<file path="src/rtl/split_dump_pkg.sv">
package split_dump_pkg;
  localparam int unsigned DATA_W     = 8;
  localparam int unsigned FRAME_BITS = 11;

  typedef enum logic [2:0] {
    ST_FILL,
    ST_IDLE,
    ST_PREP,
    ST_LOAD,
    ST_SEND
  } buf_state_e;
endpackage

</file>
<file path="src/rtl/key_filter.sv">
module key_filter #(
  parameter int unsigned DB_CYCLES = 1_000_000
) (
  input  logic clk_i,
  input  logic rst_ni,
  input  logic key_ni,
  output logic pulse_o
);
  localparam int unsigned CW = (DB_CYCLES > 2) ? $clog2(DB_CYCLES) : 2;
  localparam logic [CW-1:0] CNT_MAX = CW'(DB_CYCLES - 1);
  localparam logic [CW-1:0] CNT_HIT = CW'(DB_CYCLES - 2);

  logic          sync1_q, sync2_q;
  logic [CW-1:0] cnt_q;
  logic          low;

  assign low = ~sync2_q;

  always_ff @(posedge clk_i or negedge rst_ni) begin
    if (!rst_ni) begin
      sync1_q <= 1'b1;
      sync2_q <= 1'b1;
      cnt_q   <= '0;
      pulse_o <= 1'b0;
    end else begin
      sync1_q <= key_ni;
      sync2_q <= sync1_q;
      pulse_o <= low && (cnt_q == CNT_HIT);
      if (!low)
        cnt_q <= '0;
      else if (cnt_q != CNT_MAX)
        cnt_q <= cnt_q + 1'b1;
    end
  end

  // a held key yields one pulse, never two in a row
  a_r2_single_pulse: assert property (@(posedge clk_i) disable iff (!rst_ni)
    pulse_o |=> !pulse_o);
endmodule

</file>
<file path="src/rtl/sort_buffer.sv">
module sort_buffer
  import split_dump_pkg::*;
#(
  parameter int unsigned DEPTH = 50,
  parameter bit          SEL   = 1'b1
) (
  input  logic              clk_i,
  input  logic              rst_ni,
  input  logic              in_valid_i,
  input  logic [DATA_W-1:0] in_data_i,
  input  logic              go_i,
  input  logic              done_i,
  output logic              busy_o,
  output logic              start_o,
  output logic [DATA_W-1:0] data_o
);
  localparam int unsigned AW = $clog2(DEPTH);
  localparam logic [AW-1:0] LAST = AW'(DEPTH - 1);

  buf_state_e        state_q;
  logic [AW-1:0]     addr_q;
  logic [DATA_W-1:0] mem [DEPTH];
  logic [DATA_W-1:0] mem_q;
  logic              wr_en;

  assign wr_en  = (state_q == ST_FILL) && in_valid_i && (in_data_i[0] == SEL);
  assign busy_o = (state_q == ST_PREP) || (state_q == ST_LOAD) || (state_q == ST_SEND);

  always_ff @(posedge clk_i) begin
    if (wr_en) mem[addr_q] <= in_data_i;
    mem_q <= mem[addr_q];
  end

  always_ff @(posedge clk_i or negedge rst_ni) begin
    if (!rst_ni) begin
      state_q <= ST_FILL;
      addr_q  <= '0;
      start_o <= 1'b0;
      data_o  <= '0;
    end else begin
      start_o <= 1'b0;
      unique case (state_q)
        ST_FILL: if (wr_en) begin
          if (addr_q == LAST) state_q <= ST_IDLE;
          else                addr_q  <= addr_q + 1'b1;
        end
        ST_IDLE: if (go_i) begin
          addr_q  <= '0;
          state_q <= ST_PREP;
        end
        ST_PREP: state_q <= ST_LOAD;   // read issued, mem_q valid next cycle
        ST_LOAD: begin
          data_o  <= mem_q;
          start_o <= 1'b1;
          state_q <= ST_SEND;
        end
        ST_SEND: if (done_i) begin
          if (addr_q == LAST) state_q <= ST_IDLE;
          else begin
            addr_q  <= addr_q + 1'b1;
            state_q <= ST_PREP;
          end
        end
        default: state_q <= ST_IDLE;
      endcase
    end
  end

  // start strobe is a single cycle
  a_r5_start_pulse: assert property (@(posedge clk_i) disable iff (!rst_ni)
    start_o |=> !start_o);
  // read/write address never leaves the buffer
  a_r3_addr_bound: assert property (@(posedge clk_i) disable iff (!rst_ni)
    addr_q <= LAST);
  // no new byte loaded while a frame is outstanding
  a_r5_wait_done: assert property (@(posedge clk_i) disable iff (!rst_ni)
    (state_q == ST_SEND && !done_i) |=> state_q == ST_SEND);
endmodule

</file>
<file path="src/rtl/serial_framer.sv">
module serial_framer
  import split_dump_pkg::*;
#(
  parameter int unsigned BIT_CYCLES = 434,
  parameter bit          ODD_PARITY = 1'b0
) (
  input  logic              clk_i,
  input  logic              rst_ni,
  input  logic              start_i,
  input  logic [DATA_W-1:0] data_i,
  output logic              tx_o,
  output logic              done_o
);
  localparam int unsigned CW = (BIT_CYCLES > 2) ? $clog2(BIT_CYCLES) : 2;
  localparam logic [CW-1:0] CNT_LAST = CW'(BIT_CYCLES - 1);
  localparam logic [3:0]    IDX_LAST = 4'(FRAME_BITS - 1);

  logic              start_d, active_q;
  logic [3:0]        idx_q;
  logic [CW-1:0]     cnt_q;
  logic [DATA_W-1:0] byte_q;
  logic              edge_det, bit_end;

  assign edge_det = start_i & ~start_d;
  assign bit_end  = (cnt_q == CNT_LAST);

  always_ff @(posedge clk_i or negedge rst_ni) begin
    if (!rst_ni) begin
      start_d  <= 1'b0;
      active_q <= 1'b0;
      idx_q    <= '0;
      cnt_q    <= '0;
      byte_q   <= '0;
    end else begin
      start_d <= start_i;
      if (!active_q) begin
        if (edge_det) begin
          active_q <= 1'b1;
          idx_q    <= '0;
          cnt_q    <= '0;
          byte_q   <= data_i;
        end
      end else if (bit_end) begin
        cnt_q <= '0;
        if (idx_q == IDX_LAST) active_q <= 1'b0;
        else                   idx_q    <= idx_q + 1'b1;
      end else begin
        cnt_q <= cnt_q + 1'b1;
      end
    end
  end

  always_comb begin
    tx_o = 1'b1;
    if (active_q) begin
      if (idx_q == 4'd0)                          tx_o = 1'b0;
      else if (idx_q <= 4'(DATA_W))               tx_o = byte_q[3'(idx_q - 4'd1)];
      else if (idx_q == 4'(DATA_W + 1))           tx_o = (^byte_q) ^ ODD_PARITY;
      else                                        tx_o = 1'b1;
    end
  end

  assign done_o = active_q && (idx_q == IDX_LAST) && bit_end;

  // done is a single-cycle pulse
  a_r5_done_pulse: assert property (@(posedge clk_i) disable iff (!rst_ni)
    done_o |=> !done_o);
  // the line only moves at bit boundaries
  a_r6_bit_stable: assert property (@(posedge clk_i) disable iff (!rst_ni)
    (active_q && cnt_q != '0) |-> $stable(tx_o));
  // the line is high whenever no frame is in flight
  a_r11_idle_high: assert property (@(posedge clk_i) disable iff (!rst_ni)
    $fell(active_q) |-> tx_o);
endmodule

</file>
<file path="src/rtl/split_dump_top.sv">
module split_dump_top
  import split_dump_pkg::*;
#(
  parameter int unsigned CLK_HZ      = 50_000_000,
  parameter int unsigned BAUD        = 115_200,
  parameter int unsigned DB_CYCLES   = 1_000_000,
  parameter int unsigned VALUE_COUNT = 100,
  parameter bit          ODD_PARITY  = 1'b0
) (
  input  logic clk_i,
  input  logic rst_ni,
  input  logic key_odd_ni,
  input  logic key_even_ni,
  output logic tx_o
);
  localparam int unsigned BIT_CYCLES = CLK_HZ / BAUD;
  localparam int unsigned DEPTH      = VALUE_COUNT / 2;
  localparam int unsigned SW         = $clog2(VALUE_COUNT + 1);
  localparam int unsigned NBUF       = 2;   // index 0: odd, 1: even

  logic [NBUF-1:0]   key_n, key_pulse, go, busy, start;
  logic [DATA_W-1:0] data [NBUF];
  logic [SW-1:0]     src_q;
  logic              src_valid, tx_free, done;
  logic              mux_start_q;
  logic [DATA_W-1:0] mux_data_q;

  assign key_n = {key_even_ni, key_odd_ni};

  // value source: 0..VALUE_COUNT-1 once after reset
  assign src_valid = (src_q < SW'(VALUE_COUNT));
  always_ff @(posedge clk_i or negedge rst_ni) begin
    if (!rst_ni)        src_q <= '0;
    else if (src_valid) src_q <= src_q + 1'b1;
  end

  // odd request wins a same-cycle tie
  assign tx_free = ~|busy;
  assign go[0]   = key_pulse[0] & tx_free;
  assign go[1]   = key_pulse[1] & tx_free & ~key_pulse[0];

  for (genvar g = 0; g < NBUF; g++) begin : g_lane
    key_filter #(.DB_CYCLES(DB_CYCLES)) u_key (
      .clk_i  (clk_i),
      .rst_ni (rst_ni),
      .key_ni (key_n[g]),
      .pulse_o(key_pulse[g])
    );
    sort_buffer #(.DEPTH(DEPTH), .SEL(g == 0)) u_buf (
      .clk_i     (clk_i),
      .rst_ni    (rst_ni),
      .in_valid_i(src_valid),
      .in_data_i (DATA_W'(src_q)),
      .go_i      (go[g]),
      .done_i    (done),
      .busy_o    (busy[g]),
      .start_o   (start[g]),
      .data_o    (data[g])
    );
  end

  // transmitter ownership follows controller state
  always_ff @(posedge clk_i or negedge rst_ni) begin
    if (!rst_ni) begin
      mux_start_q <= 1'b0;
      mux_data_q  <= '0;
    end else if (busy[0]) begin
      mux_start_q <= start[0];
      mux_data_q  <= data[0];
    end else if (busy[1]) begin
      mux_start_q <= start[1];
      mux_data_q  <= data[1];
    end
  end

  serial_framer #(.BIT_CYCLES(BIT_CYCLES), .ODD_PARITY(ODD_PARITY)) u_tx (
    .clk_i  (clk_i),
    .rst_ni (rst_ni),
    .start_i(mux_start_q),
    .data_i (mux_data_q),
    .tx_o   (tx_o),
    .done_o (done)
  );

  // only one controller owns the transmitter
  a_r8_one_owner: assert property (@(posedge clk_i) disable iff (!rst_ni)
    !(busy[0] && busy[1]));
  // a tie grants the odd side only
  a_r9_tie_odd: assert property (@(posedge clk_i) disable iff (!rst_ni)
    (key_pulse[0] && key_pulse[1]) |-> !go[1]);
endmodule

</file>
<file path="config.mk">
export PLATFORM = sky130hd
export DESIGN_NAME = split_dump_top
export DESIGN_NICKNAME = d
export VERILOG_FILES = /design/src/rtl/split_dump_pkg.sv /design/src/rtl/key_filter.sv /design/src/rtl/sort_buffer.sv /design/src/rtl/serial_framer.sv /design/src/rtl/split_dump_top.sv
export SDC_FILE = /design/constraint.sdc
export NUM_CORES = 1
export LEC_CHECK = 0
export BUFFER_PORTS_ARGS = -buffer_cell sky130_fd_sc_hd__buf_2
export CAP_MARGIN = 10
export CORE_MARGIN = 10
export CORE_UTILIZATION = 63
export CTS_CLUSTER_SIZE = 20
export DETAILED_ROUTE_END_ITERATION = 12
export HOLD_SLACK_MARGIN = 0.1
export PLACE_DENSITY = 0.81
export SYNTH_ARGS = -nofsm -noshare
export SYNTH_HDL_FRONTEND = slang
export SYNTH_SLANG_ARGS = --single-unit
</file>
<file path="constraint.sdc">
create_clock -name clk_i -period 4.2 [get_ports clk_i]
set_input_delay 0.21 -clock clk_i [delete_from_list [all_inputs] [get_ports clk_i]]
set_output_delay 0.21 -clock clk_i [all_outputs]
set_load 0.03 [all_outputs]
</file>
==> results of run 1 <==
==> power groups by stage <==
stage	Clock [uW]	Combinational, uW	Sequential, uW
floorplan	0	13.2	9010
global placement	0	34.5	9020
detailed placement	0	36.7	9020
CTS	7270	39.4	8850
global route	7620	43.9	8840
finish	7230	36.9	8850
==> synth_stat cells (5+ instances only) <==
cell type,instances
edfxtp_1,700
a22oi_1,186
nor2_1,179
dfrtp_1,113
nand2_1,88
a31oi_1,84
a22o_1,76
a221oi_1,71
clkbuf_1,68
o21ai_0,35
nor3_1,29
xnor2_1,28
buf_2,25
mux2i_1,25
nand3_1,23
inv_1,20
xor2_1,20
nand4_1,18
ha_1,15
mux2_2,15
nor4_1,15
dfxtp_1,14
nand2b_1,12
and3_1,11
buf_1,11
a21oi_1,10
or3_1,10
buf_6,7
nand3b_1,7
nor2b_1,7
nor3b_1,6
a41oi_1,5
and4_1,5
or4_1,5
==> cell families after synthesis <==
group	synth area share, %
DFF	75.8
muxes	1.38
AOI/OAI and AO/OA	11.9
buffers and inverters	1.91
xor gates and xnor gates	1.32
and+or+nand+nor	7.00
adders and majority gates	0.587
==> per-stage QoR <==
step                      util, %  instance area (um^2)
after global routing         70.4                 35300
after global placement       65.1                 32600
after floorplan                 -                 31900
after CTS                    70.4                 35300
after detailed placement     65.1                 32600
final                        70.4                 35300
==> layer usage <==
layer / part of all wire (%) / vias up / track usage [%]
li1: - / 8112 / -
met1: 37 / 9477 / 33.9
met2: 48 / 1292 / 39.3
met3: 11 / 208 / 4.92
met4: 3.5 / 0 / 8.51
met5: 0 / - / 0
==> worst reg2reg max path, delay by kind of cell, from the launching register on <==
family           cells  cell delay [ns]
flip-flops           1             0.92
AND/OR/NAND/NOR      3             2.06
==> state kept, by name, indices dropped and copies added (netlist names), 7 cells and up <==
register	count
g_lane.u_buf.mem	700
g_lane.u_key.cnt_q	40
g_lane.u_buf.data_o	14
g_lane.u_buf.mem_q	14
g_lane.u_buf.addr_q	12
u_tx.cnt_q	9
mux_data_q	7
src_q	7
u_tx.byte_q	7
==> what timing repair did <==
action / in CTS / in global routing
hold buffers: 3 / 0
setup buffers: 0 / 0
endpoints found under the hold margin: 61 / 0
==> layout make-up <==
cell class / instances / area, um^2
clock buffers: 104 / 2190
clock inverters: 46 / 467
fillers: 3008 / 14800
inverters: 21 / 78.8
multi-input cells: 1056 / 7160
flip-flops and latches: 831 / 24300
well taps: 672 / 841
repair buffers: 45 / 348
==> path summary, 6_finish.rpt <==
| path | end | cells after the start | startpoint | slack, ns |
|---|---|---|---|---|
| max in group asynchronous | g_lane[0].u_key.sync2_q | 3 | rst_ni | 2.99 |
| min | g_lane[1].u_buf.addr_q[5] | 2 | rst_ni | 0.21 |
| max | g_lane[0].u_buf.mem[45][4] | 3 | g_lane[0].u_buf.addr_q[0] | 0.84 |
| max reg2reg | g_lane[0].u_buf.mem[45][4] | 3 | g_lane[0].u_buf.addr_q[0] | 0.84 |
| min in group clk_i | g_lane[0].u_key.sync1_q | 2 | key_odd_ni | 0.24 |
| min reg2reg | g_lane[1].u_key.sync2_q | 0 | g_lane[1].u_key.sync1_q | 0.36 |
==> results.toml, run 1 <==
[die]
die_x_um = 245
rows = 82
die-area_um2 = 60100
core_um2 = 50200
start_util_pct = 63.7
fp.dieH_um = 245
pin_count = 5

[yosys]
synth_area_leaders = "edfxtp_1, dfrtp_1, a22oi_1, nor2_1, a22o_1"
ys_warn_count = 0
netlist_area_um2 = 31900
synth_edf_count = 700
syn_avg_cell_area_um2 = 15.8
synth_fp_nets = 2043
synthDistinctLibCells = 71
synth_seq_cells = 831
async_flop_share_pct = 14.1
yosysTopAreaCellShare_pct = 65.8
yosysSeqAreaShare_pct = 75.8
ys.flop_type = "edfxtp_1"
yosys.area.top_type = "edfxtp_1"
synth_cells = 2024

[route]
final_antenna_net_count = 0
via_count = 19100
drtPass1Iterations = 6
wl_mm = 74.5
post_drt_wl_per_cell_um = 26.9
via_per_inst = 6.88
drc_errors = 0
first_iter_violations = 2854

[worst_setup_path]
cp_slowest_cell = "and3b_2"
critical_path_required_ns = 4.45
cp.arrival_ns = 3.61
cp-start-kind = "flop"
cp_cell_sequence = "and3b_2 -> nand2_1 -> nor2_1"
critPathMaxStageDelay_ns = 0.96
critical_path.top_delay_family = "simple AND/OR/NAND/NOR gates"
worstSetupPathType = "flop to flop"
cp_num_buf_inv = 0
endpoint_kind = "flop"
crit_fanout = 43

[finish]
syn_to_final_growth_pct = 10.6
antenna_cells = 0
final_cell_mix = "edfxtp_1, a22oi_1, nor2_1"
drive_gt1_share_pct = 10.3
nNetsFinal = 2055
layout.cells.non_filler = 2775
final_common_cell = "edfxtp_1"

[clock_tree]
cts_max_path_buffers = 3
cts_tree = "done"
cts_buffers = 81
clock_latency_ns = 0.63
root_buffer = "clkbuf_16"
cts_htree_levels = 3
cts_num_sinks = 831
clk_pin_slew_ns = 0.06
postCtsResizedCells = 0

[global_routing]
grtUsageTotal_pct = 24.7
grt_max_degree = 80
antenna_found_initial = 0
grt_pass1_wl_mm = 114
overflow = 0
grt_pass1_vias = 18500

[timing]
period_share_pct = 80.0
holdWs_ns = 0.209
finClkSkew_ns = 0.0268
fmax_ghz = 0.298
setup_viol = 0
hold_viol = 0
maxSlewHeadroom_pct = 31.2
worst_slack_ns = 0.839
tightest_slew_ns = 1.03
slew_violations = 0
fin_tns_setup_ns = 0
rsz0062_at_grt = "no"
finalCriticalPeriod_ns = 3.36

[placement]
post-place-ws_ns = 0.947
place.gp.congestion = 0.896
io_buffers = 4
dp_cells = 2621
hpwl_mm = 43.9

[pwr]
peakVddDrop_v = 0.000440
power.internal_uw = 13000
seqPwrFrac_pct = 54.9
switchingPower_uw = 3070
p_leak_uw = 0.0113
power.density_nw_per_um2 = 456
power_switching_share_pct = 19.0
p_comb_share_pct = 0.2
power_uw = 16100
clkPwrFrac_pct = 44.9

[flow_run]
cap_violations = 0

[min_path]
hp-class = "primary input to asynchronous set/reset pin"

[outcome]
status = "completed"
Note: power is estimated with default switching activity, not from simulation.
==> run 2, diff against run 1 <==
CORE_UTILIZATION = 57   (was 63)
PLACE_DENSITY = 0.77   (was 0.81)
clock period = 2.85 ns   (was 4.2 ns; I/O delays follow)
==> run 2 against run 1 <==
  * First-iteration DRC count shrank 12%
  * Global-route usage shrank 2.0 points
  * Maximum frequency increased by 21%
  * Critical endpoint is now g_lane[1].u_buf.mem_q[4]
  * Clock skew rose by 0.0038 ns
  * Non-clock buffer count is 158 higher
  * Die area grew 9.6%
  * Count of clock-buffer cells in the layout up 3
  * Critical path depth rose by 4
  * Flip-flop and latch count stayed put
==> results.toml, run 2 (same netlist as run 1, synthesis figures left out) <==
[route]
post_drt_wl_per_cell_um = 25.4
via_count = 19700
first_iter_violations = 2502
via_per_inst = 6.56
drc_errors = 0
final_antenna_net_count = 0
wl_mm = 76.2
drtPass1Iterations = 5

[worst_setup_path]
cp-endpoint = "g_lane[1].u_buf.mem_q[4]"
timing.rr.end = "g_lane[1].u_buf.mem_q[4]"
crit_fanout = 21
endpoint_kind = "flop"
critical_path_required_ns = 3.31
worstSetupPathType = "flop to flop"
cp.arrival_ns = 3.24
cp-start-kind = "flop"
worstRegToRegCells = 7
reg2reg_slack_ns = 0.07
startpoint = "g_lane[1].u_buf.addr_q[1]"
timing.rr.start = "g_lane[1].u_buf.addr_q[1]"

[clock_tree]
cts_num_sinks = 831
cts_htree_levels = 3
cts_buffers = 79
root_buffer = "clkbuf_16"
cts_max_path_buffers = 3
clk_pin_slew_ns = 0.06
clock_latency_ns = 0.63
cts_tree = "done"

[global_routing]
grt_pass1_wl_mm = 116
use_met1_pct = 31.0
grt_pass1_vias = 19400
grt_max_degree = 106
use_met2_pct = 35.6
grtUsageTotal_pct = 22.7
antenna_found_initial = 1
overflow = 0
busiest_layer = "met2"
grtUsageMet3_pct = 4.29

[die]
core_um2 = 55300
start_util_pct = 57.8
die_x_um = 257
pin_count = 5
rows = 86
fp.dieH_um = 257
die-area_um2 = 65900

[finish]
layout.cells.non_filler = 3001
utilization_pct = 66.4
nNetsFinal = 2211
syn_to_final_growth_pct = 14.9
final_common_cell = "edfxtp_1"
largest_register_ffs = 700
regArea_um2 = 24300
n_fill_cell = 3609
antenna_cells = 0
reg.largest.list = "g_lane.u_buf.mem (700), g_lane.u_key.cnt_q (40)"
top_register = "g_lane.u_buf.mem"
drive_gt1_share_pct = 16.8
postLayoutCellArea_um2 = 36700
final_cell_mix = "edfxtp_1, buf_4, a22oi_1"
multi_input_area_um2 = 7180

[pwr]
p_leak_uw = 0.0121
peakVddDrop_v = 0.000438
power.density_nw_per_um2 = 648

[timing]
setup_viol = 0
hold_viol = 0
tightest_slew_ns = 1.22
maxSlewHeadroom_pct = 18.7
finalCriticalPeriod_ns = 2.78
slew_violations = 0
fin_tns_setup_ns = 0
rsz0062_at_grt = "no"
worst_slack_ns = 0.0693
fmax_ghz = 0.360
period_share_pct = 97.6
finClkSkew_ns = 0.0306

[min_path]
hp-class = "primary input to flop"

[outcome]
status = "completed"

[flow_run]
cap_violations = 0

[placement]
io_buffers = 4
hpwl_mm = 45.4
post-place-ws_ns = 0.0454
dp_cells = 2845
dpl_cell_area_um2 = 33900
place.gp.congestion = 0.885
==> run 2: changes by cell type in the layout (fill, tap and decap cells not counted), sizes merged <==
cell         before  now
buf              42  198
bufinv            8    9
clkbuf          104  107
clkinv           34   25
clkinvlp          1    2
dlygate4sd3       3    5
inv              24   20
==> run 2: area by class of cell <==
class	instances	share of cell area [%]
flip-flops and latches	831	66.1
multi-input cells	1056	19.5
clock buffers	107	6.07
repair buffers	203	4.40
well taps	748	2.55
clock inverters	35	1.14
inverters	21	0.215
==> run 2: how the worst min path moves through the flow <==
stage | startpoint | to | slack, ns | depth (start not counted)
3_3_place_gp | rst_ni | g_lane[1].u_key.cnt_q[11] | 0.20 | 1
3_5_place_dp | rst_ni | g_lane[1].u_buf.addr_q[3] | 0.21 | 1
6_report | key_odd_ni | g_lane[0].u_key.sync1_q | 0.17 | 2
2_1_floorplan | rst_ni | g_lane[0].u_buf.addr_q[0] | -0.15 | 0
5_1_grt | key_odd_ni | g_lane[0].u_key.sync1_q | 0.18 | 2
4_1_cts | key_odd_ni | g_lane[0].u_key.sync1_q | 0.15 | 2
==> run 2: through the flow <==
step                hold slack [ns]  power, uW
finish                        0.172      23800
global route                  0.183      24300
CTS                           0.148      23900
detailed placement            0.208      13300
global placement              0.204      13300
floorplan                    -0.153      13300
==> run 2: routing by layer <==
| layer | wire length, um | up-vias |
|---|---|---|
| li1 | - | 8390 |
| met5 | 9 | - |
| met4 | 2440 | 2 |
| met3 | 8330 | 177 |
| met2 | 36200 | 1220 |
| met1 | 29200 | 9912 |
==> run 2: power breakdown <==
group / internal, uW / total [uW] / switching (uW)
combinational: 18.7 / 60.5 / 41.8
clock: 6300 / 10700 / 4380
sequential: 13000 / 13000 / 18.9
==> run 2: worst max-delay path, cell delays in order (launching register included) <==
cell	delay, ns
dfrtp_1	0.53
and3b_2	0.41
buf_4	0.29
a22o_1	0.23
a221oi_1	0.29
a31oi_1	0.23
nor4_1	0.43
nand3_1	0.21
==> run 2: timing repair <==
| action | in CTS | in global routing |
|---|---|---|
| buffers inserted | 0 | 9 |
| hold endpoints to repair | 115 | 0 |
| resized for setup | 0 | 3 |
| hold buffers | 5 | 0 |
| endpoints found under the setup margin | 0 | 25 |
